--- src/rtl/dram_pm_pkg.sv ---
package dram_pm_pkg;

   typedef enum logic [2:0] {
      ST_IDLE,
      ST_ROW,
      ST_COL,
      ST_CAS,
      ST_OPEN,
      ST_PRE,
      ST_REF
   } dram_state_t;

   // Minimum time in ns converted to whole clock cycles, rounded up.
   function automatic int ns_to_cyc(input int ns, input int period);
      return (ns + period - 1) / period;
   endfunction

endpackage

--- src/rtl/dram_pm_gap_timer.sv ---
// Minimum-gap timer: done is high from N edges after a start onward.
module dram_pm_gap_timer #(
   parameter int N = 4
) (
   input  logic clk,
   input  logic rst_n,
   input  logic start,
   output logic done
);
   localparam int CW = (N > 1) ? $clog2(N) : 1;

   generate
      if (N <= 1) begin : g_none
         assign done = 1'b1;
      end else begin : g_count
         logic [CW-1:0] cnt;
         always_ff @(posedge clk or negedge rst_n) begin
            if (!rst_n)
               cnt <= '0;
            else if (start)
               cnt <= CW'(N - 1);
            else if (cnt != '0)
               cnt <= cnt - 1'b1;
         end
         assign done = (cnt == '0);
      end
   endgenerate

endmodule

--- src/rtl/dram_pm_refresh.sv ---
// Refresh interval ticker with a walking row counter.
module dram_pm_refresh #(
   parameter int INTERVAL = 390,
   parameter int ROW_W    = 11
) (
   input  logic             clk,
   input  logic             rst_n,
   input  logic             ack,
   output logic             due,
   output logic [ROW_W-1:0] row
);
   localparam int CW = $clog2(INTERVAL + 1);

   logic [CW-1:0] cnt;
   logic          tick;

   generate
      if (INTERVAL < 2) begin : g_bad
         $error("refresh interval too short");
      end
   endgenerate

   assign tick = (cnt == '0);

   always_ff @(posedge clk or negedge rst_n) begin
      if (!rst_n) begin
         cnt <= CW'(INTERVAL - 1);
         due <= 1'b0;
         row <= '0;
      end else begin
         cnt <= tick ? CW'(INTERVAL - 1) : cnt - 1'b1;
         if (tick)
            due <= 1'b1;
         else if (ack)
            due <= 1'b0;
         if (ack)
            row <= row + 1'b1;
      end
   end

endmodule

--- src/rtl/dram_pm_ctrl.sv ---
module dram_pm_ctrl
   import dram_pm_pkg::*;
#(
   parameter int DATA_W    = 16,
   parameter int ROW_W     = 11,
   parameter int COL_W     = 11,
   parameter int CLK_NS    = 10,
   parameter int T_RAC_NS  = 60,
   parameter int T_CAC_NS  = 15,
   parameter int T_RC_NS   = 110,
   parameter int T_PC_NS   = 35,
   parameter int T_REF_NS  = 8000000
) (
   input  logic                             clk,
   input  logic                             rst_n,
   input  logic                             req_valid,
   output logic                             req_ready,
   input  logic                             req_write,
   input  logic [ROW_W+COL_W-1:0]           req_addr,
   input  logic [DATA_W-1:0]                req_wdata,
   output logic                             rsp_valid,
   output logic [DATA_W-1:0]                rsp_rdata,
   output logic                             dram_ras_n,
   output logic                             dram_cas_n,
   output logic                             dram_we_n,
   output logic [((ROW_W > COL_W) ? ROW_W : COL_W)-1:0] dram_addr,
   output logic [DATA_W-1:0]                dram_dq_out,
   output logic                             dram_dq_oe,
   input  logic [DATA_W-1:0]                dram_dq_in
);
   localparam int ADDR_W      = ROW_W + COL_W;
   localparam int MUX_W       = (ROW_W > COL_W) ? ROW_W : COL_W;
   localparam int RAC_CYC     = ns_to_cyc(T_RAC_NS, CLK_NS);
   localparam int CAC_CYC     = ns_to_cyc(T_CAC_NS, CLK_NS);
   localparam int RC_CYC      = ns_to_cyc(T_RC_NS, CLK_NS);
   localparam int PC_CYC      = ns_to_cyc(T_PC_NS, CLK_NS);
   localparam int REF_INT_CYC = T_REF_NS / ((2 ** ROW_W) * CLK_NS);

   generate
      if (CLK_NS < 1) begin : g_bad_clk
         $error("clock period must be positive");
      end
      if (ROW_W < 1 || COL_W < 1 || DATA_W < 1) begin : g_bad_w
         $error("widths must be positive");
      end
      if (REF_INT_CYC < 4 * RC_CYC) begin : g_bad_ref
         $error("refresh interval too short for row cycle");
      end
   endgenerate

   dram_state_t      state;
   logic [ROW_W-1:0] open_row;
   logic [COL_W-1:0] col_q;
   logic             wr_q;

   logic [ROW_W-1:0] row_in;
   logic [COL_W-1:0] col_in;
   logic             row_hit;
   logic             acc, ras_go, cas_go, ref_go;
   logic             rc_done, rac_done, pc_done, cac_done;
   logic             ref_due;
   logic [ROW_W-1:0] ref_row;

   assign row_in  = req_addr[ADDR_W-1:COL_W];
   assign col_in  = req_addr[COL_W-1:0];
   assign row_hit = (row_in == open_row);

   dram_pm_gap_timer #(.N(RC_CYC)) u_rc (
      .clk(clk), .rst_n(rst_n), .start(ras_go), .done(rc_done));
   dram_pm_gap_timer #(.N(RAC_CYC)) u_rac (
      .clk(clk), .rst_n(rst_n), .start(ras_go), .done(rac_done));
   dram_pm_gap_timer #(.N(PC_CYC)) u_pc (
      .clk(clk), .rst_n(rst_n), .start(cas_go), .done(pc_done));
   dram_pm_gap_timer #(.N(CAC_CYC)) u_cac (
      .clk(clk), .rst_n(rst_n), .start(cas_go), .done(cac_done));

   dram_pm_refresh #(.INTERVAL(REF_INT_CYC), .ROW_W(ROW_W)) u_ref (
      .clk(clk), .rst_n(rst_n), .ack(ref_go), .due(ref_due), .row(ref_row));

   always_comb begin
      acc    = 1'b0;
      ref_go = 1'b0;
      cas_go = 1'b0;
      unique case (state)
         ST_IDLE: begin
            if (rc_done) begin
               if (ref_due)
                  ref_go = 1'b1;
               else
                  acc = req_valid;
            end
         end
         ST_OPEN: acc = req_valid && !ref_due && row_hit;
         ST_COL:  cas_go = pc_done;
         default: ;
      endcase
      ras_go = ref_go || (acc && (state == ST_IDLE));
   end

   assign req_ready = ((state == ST_IDLE) && rc_done && !ref_due) ||
                      ((state == ST_OPEN) && !ref_due && row_hit);

   always_ff @(posedge clk or negedge rst_n) begin
      if (!rst_n) begin
         state       <= ST_IDLE;
         dram_ras_n  <= 1'b1;
         dram_cas_n  <= 1'b1;
         dram_we_n   <= 1'b1;
         dram_addr   <= '0;
         dram_dq_out <= '0;
         dram_dq_oe  <= 1'b0;
         rsp_valid   <= 1'b0;
         rsp_rdata   <= '0;
         open_row    <= '0;
         col_q       <= '0;
         wr_q        <= 1'b0;
      end else begin
         rsp_valid <= 1'b0;
         unique case (state)
            ST_IDLE: begin
               if (ref_go) begin
                  dram_ras_n <= 1'b0;
                  dram_addr  <= MUX_W'(ref_row);
                  state      <= ST_REF;
               end else if (acc) begin
                  dram_ras_n  <= 1'b0;
                  dram_addr   <= MUX_W'(row_in);
                  open_row    <= row_in;
                  col_q       <= col_in;
                  wr_q        <= req_write;
                  dram_dq_out <= req_wdata;
                  state       <= ST_ROW;
               end
            end
            ST_ROW: begin
               dram_addr  <= MUX_W'(col_q);
               dram_we_n  <= ~wr_q;
               dram_dq_oe <= wr_q;
               state      <= ST_COL;
            end
            ST_COL: begin
               if (cas_go) begin
                  dram_cas_n <= 1'b0;
                  state      <= ST_CAS;
               end
            end
            ST_CAS: begin
               if (rac_done && cac_done) begin
                  dram_cas_n <= 1'b1;
                  dram_we_n  <= 1'b1;
                  dram_dq_oe <= 1'b0;
                  rsp_valid  <= ~wr_q;
                  if (!wr_q)
                     rsp_rdata <= dram_dq_in;
                  state <= ST_OPEN;
               end
            end
            ST_OPEN: begin
               if (ref_due || (req_valid && !row_hit)) begin
                  dram_ras_n <= 1'b1;
                  state      <= ST_PRE;
               end else if (acc) begin
                  dram_addr   <= MUX_W'(col_in);
                  col_q       <= col_in;
                  wr_q        <= req_write;
                  dram_we_n   <= ~req_write;
                  dram_dq_oe  <= req_write;
                  dram_dq_out <= req_wdata;
                  state       <= ST_COL;
               end
            end
            ST_PRE: begin
               if (rc_done)
                  state <= ST_IDLE;
            end
            ST_REF: begin
               if (rac_done) begin
                  dram_ras_n <= 1'b1;
                  state      <= ST_PRE;
               end
            end
            default: state <= ST_IDLE;
         endcase
      end
   end

endmodule

--- config.mk ---
export PLATFORM = sky130hd
export DESIGN_NAME = dram_pm_ctrl
export DESIGN_NICKNAME = d
export VERILOG_FILES = /design/src/rtl/dram_pm_pkg.sv /design/src/rtl/dram_pm_gap_timer.sv /design/src/rtl/dram_pm_refresh.sv /design/src/rtl/dram_pm_ctrl.sv
export SDC_FILE = /design/constraint.sdc
export NUM_CORES = 1
export LEC_CHECK = 0
export BUFFER_PORTS_ARGS = -buffer_cell sky130_fd_sc_hd__buf_2
export CORE_ASPECT_RATIO = 0.8
export CORE_MARGIN = 2
export CORE_UTILIZATION = 45
export CTS_CLUSTER_SIZE = 8
export DETAILED_ROUTE_END_ITERATION = 10
export PLACE_DENSITY = 0.68
export SYNTH_ARGS = -nofsm -noshare
export SYNTH_HDL_FRONTEND = slang
export SYNTH_SLANG_ARGS = --single-unit
--- constraint.sdc ---
create_clock -name clk -period 3.8 [get_ports clk]
set_input_delay 0.19 -clock clk [delete_from_list [all_inputs] [get_ports clk]]
set_output_delay 0.19 -clock clk [all_outputs]
set_load 0.005 [all_outputs]
=== Word level (Yosys, flattened, before mapping) ===
Index checks and enable logic that the tools add are counted.

* Output and inout port bits: 49
* Input bits: 58
* Word-level logic and storage cells: 146
* Register bits after elaboration: 105

* Mux-type cells: 61
* Reduce and logical (&&, ||, !) cells: 39
* Bitwise logic cells: 4
* Add/sub/neg operators: 6
* Equal/unequal tests: 17

{| class="wikitable"
|+ Operators by type and width
! kind !! number
|-
| $mux W11 || 7
|-
| $mux W16 || 3
|-
| $pmux W11 S3 || 1
|-
| $pmux W16 S2 || 1
|-
| $mux W3 || 10
|-
| $mux W1 || 26
|-
| $pmux W11 S2 || 1
|-
| $pmux W3 S7 || 1
|-
| $ne A2 B2 Y1 const B || 7
|-
| $reduce_bool A2 Y1 || 7
|-
| $reduce_and A3 Y1 || 4
|-
| $reduce_and A4 Y1 || 3
|-
| $reduce_bool A3 Y1 || 4
|-
| $add A11 B1 Y11 const B || 1
|-
| $eq A11 B11 Y1 || 1
|-
| $eq A3 B3 Y1 const B || 3
|-
| $logic_and A1 B1 Y1 || 9
|-
| $logic_not A9 Y1 || 1
|-
| $mux W9 || 1
|-
| $pmux W1 S3 || 3
|-
| $sub A9 B1 Y9 const B || 1
|-
| $mux W4 || 2
|-
| $eq A3 B2 Y1 const B || 2
|-
| $logic_not A3 Y1 || 2
|-
| other kinds (17) || 26
|}

=== Logic depth before layout (Yosys ltp) ===
* Word-level depth: 7
* Depth in mapped cells: 8
* Mapped depth without buffers: 7

=== By module ===
A second synthesis with hierarchy kept.

* Cells, all modules: 423
* Area total of the unflattened synthesis: 5235.0 um^2

{| class="wikitable"
|+ By module, submodules not included
! module !! area each (um^2) !! cells each !! instances !! seq. area each (um^2)
|-
| dram_pm_ctrl || 3769.9 || 290 || 1 || 1855.5
|-
| dram_pm_refresh || 938.4 || 85 || 1 || 530.5
|-
| dram_pm_gap_timer (u_rc) || 226.5 || 21 || 1 || 100.1
|-
| dram_pm_gap_timer (u_rac) || 173.9 || 16 || 1 || 75.1
|-
| dram_pm_gap_timer (u_pc) || 97.6 || 9 || 1 || 50.0
|-
| dram_pm_gap_timer (u_cac) || 28.8 || 2 || 1 || 25.0
|}

=== Worst setup path before layout ===
OpenSTA, ideal clock, no wires.

* Path kind: reg2reg
* Start point: register u_rc.g_count.cnt[0]
* End point: register dram_addr[0] (netlist name)
* Data arrival time: 1.965 ns
* Setup time: 0.125 ns
* Period minus slack after synthesis: 2.090 ns
* Path slack: 1.710 ns
* Cell stages (with the launch flop): 9
* Required time: 3.675 ns
* Path buffers: 1
* Cell sequence: dfrtp_1 inv_1 ha_1 nor3b_2 nor2b_1 o21ai_0 a21oi_1 buf_2 mux2_2

* Word-level cells in the longest chain between the ends: 5
* Elaborated cells between the ends (all ways): 10
* Those cells by class: 2 x eq/ne; 6 x mux; 2 x reduce/logical

{| class="wikitable"
|+ RTL lines
! what !! RTL line !! source
|-
| start, declared || dram_pm_gap_timer.sv:16 || <nowiki>logic [CW-1:0] cnt;</nowiki>
|-
| start signal, assigned || dram_pm_gap_timer.sv:21 || <nowiki>cnt <= CW'(N - 1);</nowiki>
|-
| start signal, assigned || dram_pm_gap_timer.sv:23 || <nowiki>cnt <= cnt - 1'b1;</nowiki>
|-
| $logic_not A4 Y1 (*) || dram_pm_gap_timer.sv:25 || <nowiki>assign done = (cnt == '0);</nowiki>
|-
| $mux W1 || dram_pm_ctrl.sv:86 || <nowiki>if (rc_done) begin</nowiki>
|-
| $pmux W1 S2 / $mux W1 (equally long branches) || dram_pm_ctrl.sv:84 || <nowiki>unique case (state)</nowiki>
|-
| $ne A3 B3 Y1 (no source line), or another cell as far along || - ||
|-
| $reduce_and A4 Y1 (no source line) / $pmux W11 S3 (equally long branches) || - ||
|-
| end signal, assigned || dram_pm_ctrl.sv:123 || <nowiki>dram_addr <= MUX_W'(ref_row);</nowiki>
|-
| end signal, assigned || dram_pm_ctrl.sv:127 || <nowiki>dram_addr <= MUX_W'(row_in);</nowiki>
|-
| end signal, assigned || dram_pm_ctrl.sv:136 || <nowiki>dram_addr <= MUX_W'(col_q);</nowiki>
|-
| end, declared || dram_pm_ctrl.sv:26 || <nowiki>output logic [((ROW_W > COL_W) ? ROW_W : COL_W)-1:0] dram_addr,</nowiki>
|}

Every way passes the cells marked *; elsewhere a longest branch is shown, timed or not.
A chain may end at the register's enable or synchronous reset.

=== Worst setup path after layout ===
* Start point: register state[2]
* End point: register col_q[6]

* Word-level cells in the longest chain between the ends: 5
* Elaborated cells between the ends (all ways): 12
* Those cells by class: 3 x eq/ne; 6 x mux; 3 x reduce/logical

{| class="wikitable"
|+ RTL lines
! what !! RTL line !! source
|-
| start, declared || dram_pm_ctrl.sv:51 || <nowiki>dram_state_t state;</nowiki>
|-
| start signal, assigned || dram_pm_ctrl.sv:105 || <nowiki>state <= ST_IDLE;</nowiki>
|-
| start signal, assigned || dram_pm_ctrl.sv:124 || <nowiki>state <= ST_REF;</nowiki>
|-
| start signal, assigned || dram_pm_ctrl.sv:132 || <nowiki>state <= ST_ROW;</nowiki>
|-
| $eq A3 B3 Y1 / $logic_not A3 Y1 (equally long branches) || dram_pm_ctrl.sv:84, dram_pm_ctrl.sv:119 ||
|-
| $pmux W1 S2 || dram_pm_ctrl.sv:84 ||
|-
| $mux W11 || - ||
|-
| $mux W11 (on tied branches) || - ||
|-
| $pmux W11 S2 || dram_pm_ctrl.sv:119 || <nowiki>unique case (state)</nowiki>
|-
| end signal, assigned || dram_pm_ctrl.sv:129 || <nowiki>col_q <= col_in;</nowiki>
|-
| end signal, assigned || dram_pm_ctrl.sv:164 || <nowiki>col_q <= col_in;</nowiki>
|-
| end, declared || dram_pm_ctrl.sv:53 || <nowiki>logic [COL_W-1:0] col_q;</nowiki>
|}

Parallel ways exist; a longest one is shown, timed or not. The select of a mux whose other input is x is not followed.

==> results.txt <==
Post-Route WL = 10450 um
# diodes = 0
post-synth top area cell = dfrtp_1
I/O pin cnt = 107
hpwl dp = 7476 um
r2r setup slk = 1.02 ns
# Post-CTS Setup Buffers = 0
Max FO, Critical Path = 28
DR vias = 3416
Max-slew headroom = 13.15%
DRT Pass-1 Iters = 5
main combinational cell family by area after synthesis = multiplexers
CP Launch Type = flip-flop
Initial Util = 46.09%
Final setup viols = 0
Fill cells = 942
CP max-delay cell = o21ai_4
Arr. time, crit path = 3.02 ns
fmax = 0.3595 GHz
vias in the first global route = 3551
Slew Viols, Final = 0
count leader, synth = dfrtp_1
Synth cell types = 55
pwr/cell area = 703.9 nW/um^2
WL/cell = 16.04 um
Inserted Clock Buffers = 9
adder-cell area share of the yosys netlist = 1.502%
simple-gate share of the synthesized area = 10.59%
Clock H-tree levels = 3
Post-synth EDFFs = 0
worst slew pin tran = 1.291 ns
CP endpoint kind = flip-flop
initial DRC count = 119
final setup TNS = 0 ns
critical path cell sequence = or2b_1 -> or3_4 -> o21ai_4 -> mux2_2
width of the die = 121.9 um
Async SR Flop Fraction = 100.0%
Overall Power = 4196 uW
final hold violation count = 0
CP peak stage delay = 0.90 ns
Area Growth Syn to Fin = 19.24%
crit path time final = 2.782 ns
Mapped Avg Cell Area = 12.63 um^2
Sink Count = 105
syn_nets = 460
drc violations = 0
Leakage = 0.002886 uW
synth warn = 0
Peak VDD IR = 328.0 uV
worst-skew pair later-pin latency = 0.35 ns
Synth Flop Type = dfrtp_1
first-pass GRT wire length = 17390 um
core area = 10850 um^2
list of most frequent post-synthesis cells = dfrtp_1, mux2_2, nand2_1
Nets = 566
PortBufs = 106
max_cap viols = 0
Total GRT Usage = 18.56%
Req. time, crit path = 4.04 ns
Die Ht = 98.28 um
layout cells sized above 1 = 42.41%
row cnt = 34
Worst Hold Class = primary input to asynchronous set/reset pin
CTS tree = built
clock-pin slew on the worst setup and hold paths = 0.08 ns
Synth Instances = 396
cts hold-fix bufs = 0
Max clock buf depth = 2
Placer Congestion = 0.8720
clk_skew = 0.01267 ns
DRT antenna net count = 0
CP Class = flip-flop to flip-flop
post-synthesis sequential element count = 105
Synth Area in Compound Gates = 7.132%
Post-CTS Resized = 0
top post-synthesis cells by area = dfrtp_1, mux2_2, mux2_4, dfstp_2, xor2_1
outcome = completed
Final Cycle Share = 73.21%
Seq/Total Area, Yosys = 52.73%
antenna violations before repair = 0
DIE AREA = 11980 um^2
root buffer selected by CTS = clkbuf_16
XOR/XNOR Fraction of Synth Area = 5.255%
RSZ-0062 raised after global routing = no
Synth top area share = 49.05%
largest net degree at the start of global routing = 86
vias per cell = 5.247
multiplexer share of the synthesized area = 19.39%
grt ovf = 0
post-synthesis cell area = 5000 um^2
==> layer usage <==
| layer | vias up | wire [um] | track usage (%) |
|---|---|---|---|
| li1 | 1610 | - | - |
| met1 | 1702 | 4887 | 25.68 |
| met2 | 82 | 4935 | 29.14 |
| met3 | 22 | 409 | 4.322 |
| met4 | 0 | 213 | 5.659 |
| met5 | - | 0 | 0 |
==> worst max-delay path: cells and delay by family, from the launching register on <==
family	cells	cell delay [ns]
simple gates	2	0.67
compound gates	1	0.90
flops	1	0.64
mux	1	0.42
==> stage by stage <==
step	cells	area, um^2	hold WS [ns]	util [%]	setup WS [ns]
6_report	651	5962	0.02855	54.96	1.018
2_1_floorplan	396	5000	-0.1056	-	1.710
4_1_cts	651	5962	0.04800	54.96	1.012
3_5_place_dp	635	5622	0.4247	51.82	1.029
5_1_grt	651	5962	0.03654	54.96	0.8322
3_3_place_gp	635	5622	0.4204	51.82	1.100
==> layout make-up <==
| type | count | area [um^2] | area share, % |
|---|---|---|---|
| multi-input cells | 263 | 2193 | 36.79 |
| inverters | 13 | 48.80 | 0.8185 |
| repair buffers | 110 | 563.0 | 9.444 |
| well taps | 144 | 180.2 | 3.022 |
| clock inverters | 7 | 115.1 | 1.931 |
| flip-flops and latches | 105 | 2636 | 44.22 |
| clock buffers | 9 | 225.2 | 3.778 |
==> sequential cells by signal, indices dropped and copies added (netlist names) <==
name and count:
col_q 11, dram_addr 11, dram_cas_n 1, dram_dq_oe 1, dram_dq_out 16, dram_ras_n 1
dram_we_n 1, open_row 11, rsp_rdata 16, rsp_valid 1, state 3, u_cac.g_count.cnt 1
u_pc.g_count.cnt 2, u_rac.g_count.cnt 3, u_rc.g_count.cnt 4, u_ref.cnt 9, u_ref.due 1, u_ref.row 11
wr_q 1
==> path summary, 6_finish.rpt <==
path / startpoint / end / cells after the start
min reg2reg: u_ref.row[10]$_DFFE_PN0P_ / u_ref.row[10]$_DFFE_PN0P_ / 1
max in group asynchronous: rst_n / dram_ras_n$_DFFE_PN1P_ / 2
max reg2reg: state[2]$_DFFE_PN0P_ / col_q[6]$_DFFE_PN0P_ / 4
max: state[2]$_DFFE_PN0P_ / col_q[6]$_DFFE_PN0P_ / 4
min in group clk: req_wdata[2] / dram_dq_out[2]$_DFFE_PN0P_ / 2
min: rst_n / u_rac.g_count.cnt[2]$_DFFE_PN0P_ / 1
==> power by group <==
| group | switching, uW | internal [uW] |
|---|---|---|
| sequential | 276 | 1540 |
| clock | 475 | 547 |
| combinational | 593 | 770 |
| total | 1340 | 2850 |
==> cell usage in the layout (no fill, tap or decap), drive strengths merged, types with 3 or more instances in the layout <==
cell    netlist  final
a21oi         6      6
a22oi        11     11
buf          10    110
clkbuf        5      9
dfrtp        98     98
dfstp         7      7
ha            6      6
inv          13     17
mux2         67     67
mux2i        14     14
nand2        25     25
nand2b        5      5
nand3         5      5
nand4         4      4
nor2         22     22
nor2b         3      3
nor3          9      9
nor4          5      5
o21ai        22     22
xnor2        10     10
xor2         20     20
==> cells by family (layout without fill, tap and decap cells) <==
family,count (synthesis),count (layout)
adders and majority gates,6,6
and+or+nand+nor,92,92
buffers and inverters,28,139
AOI/OAI and AO/OA,54,54
muxes,81,81
xor gates and xnor gates,30,30
DFF,105,105
(Power assumes the default switching activity.)
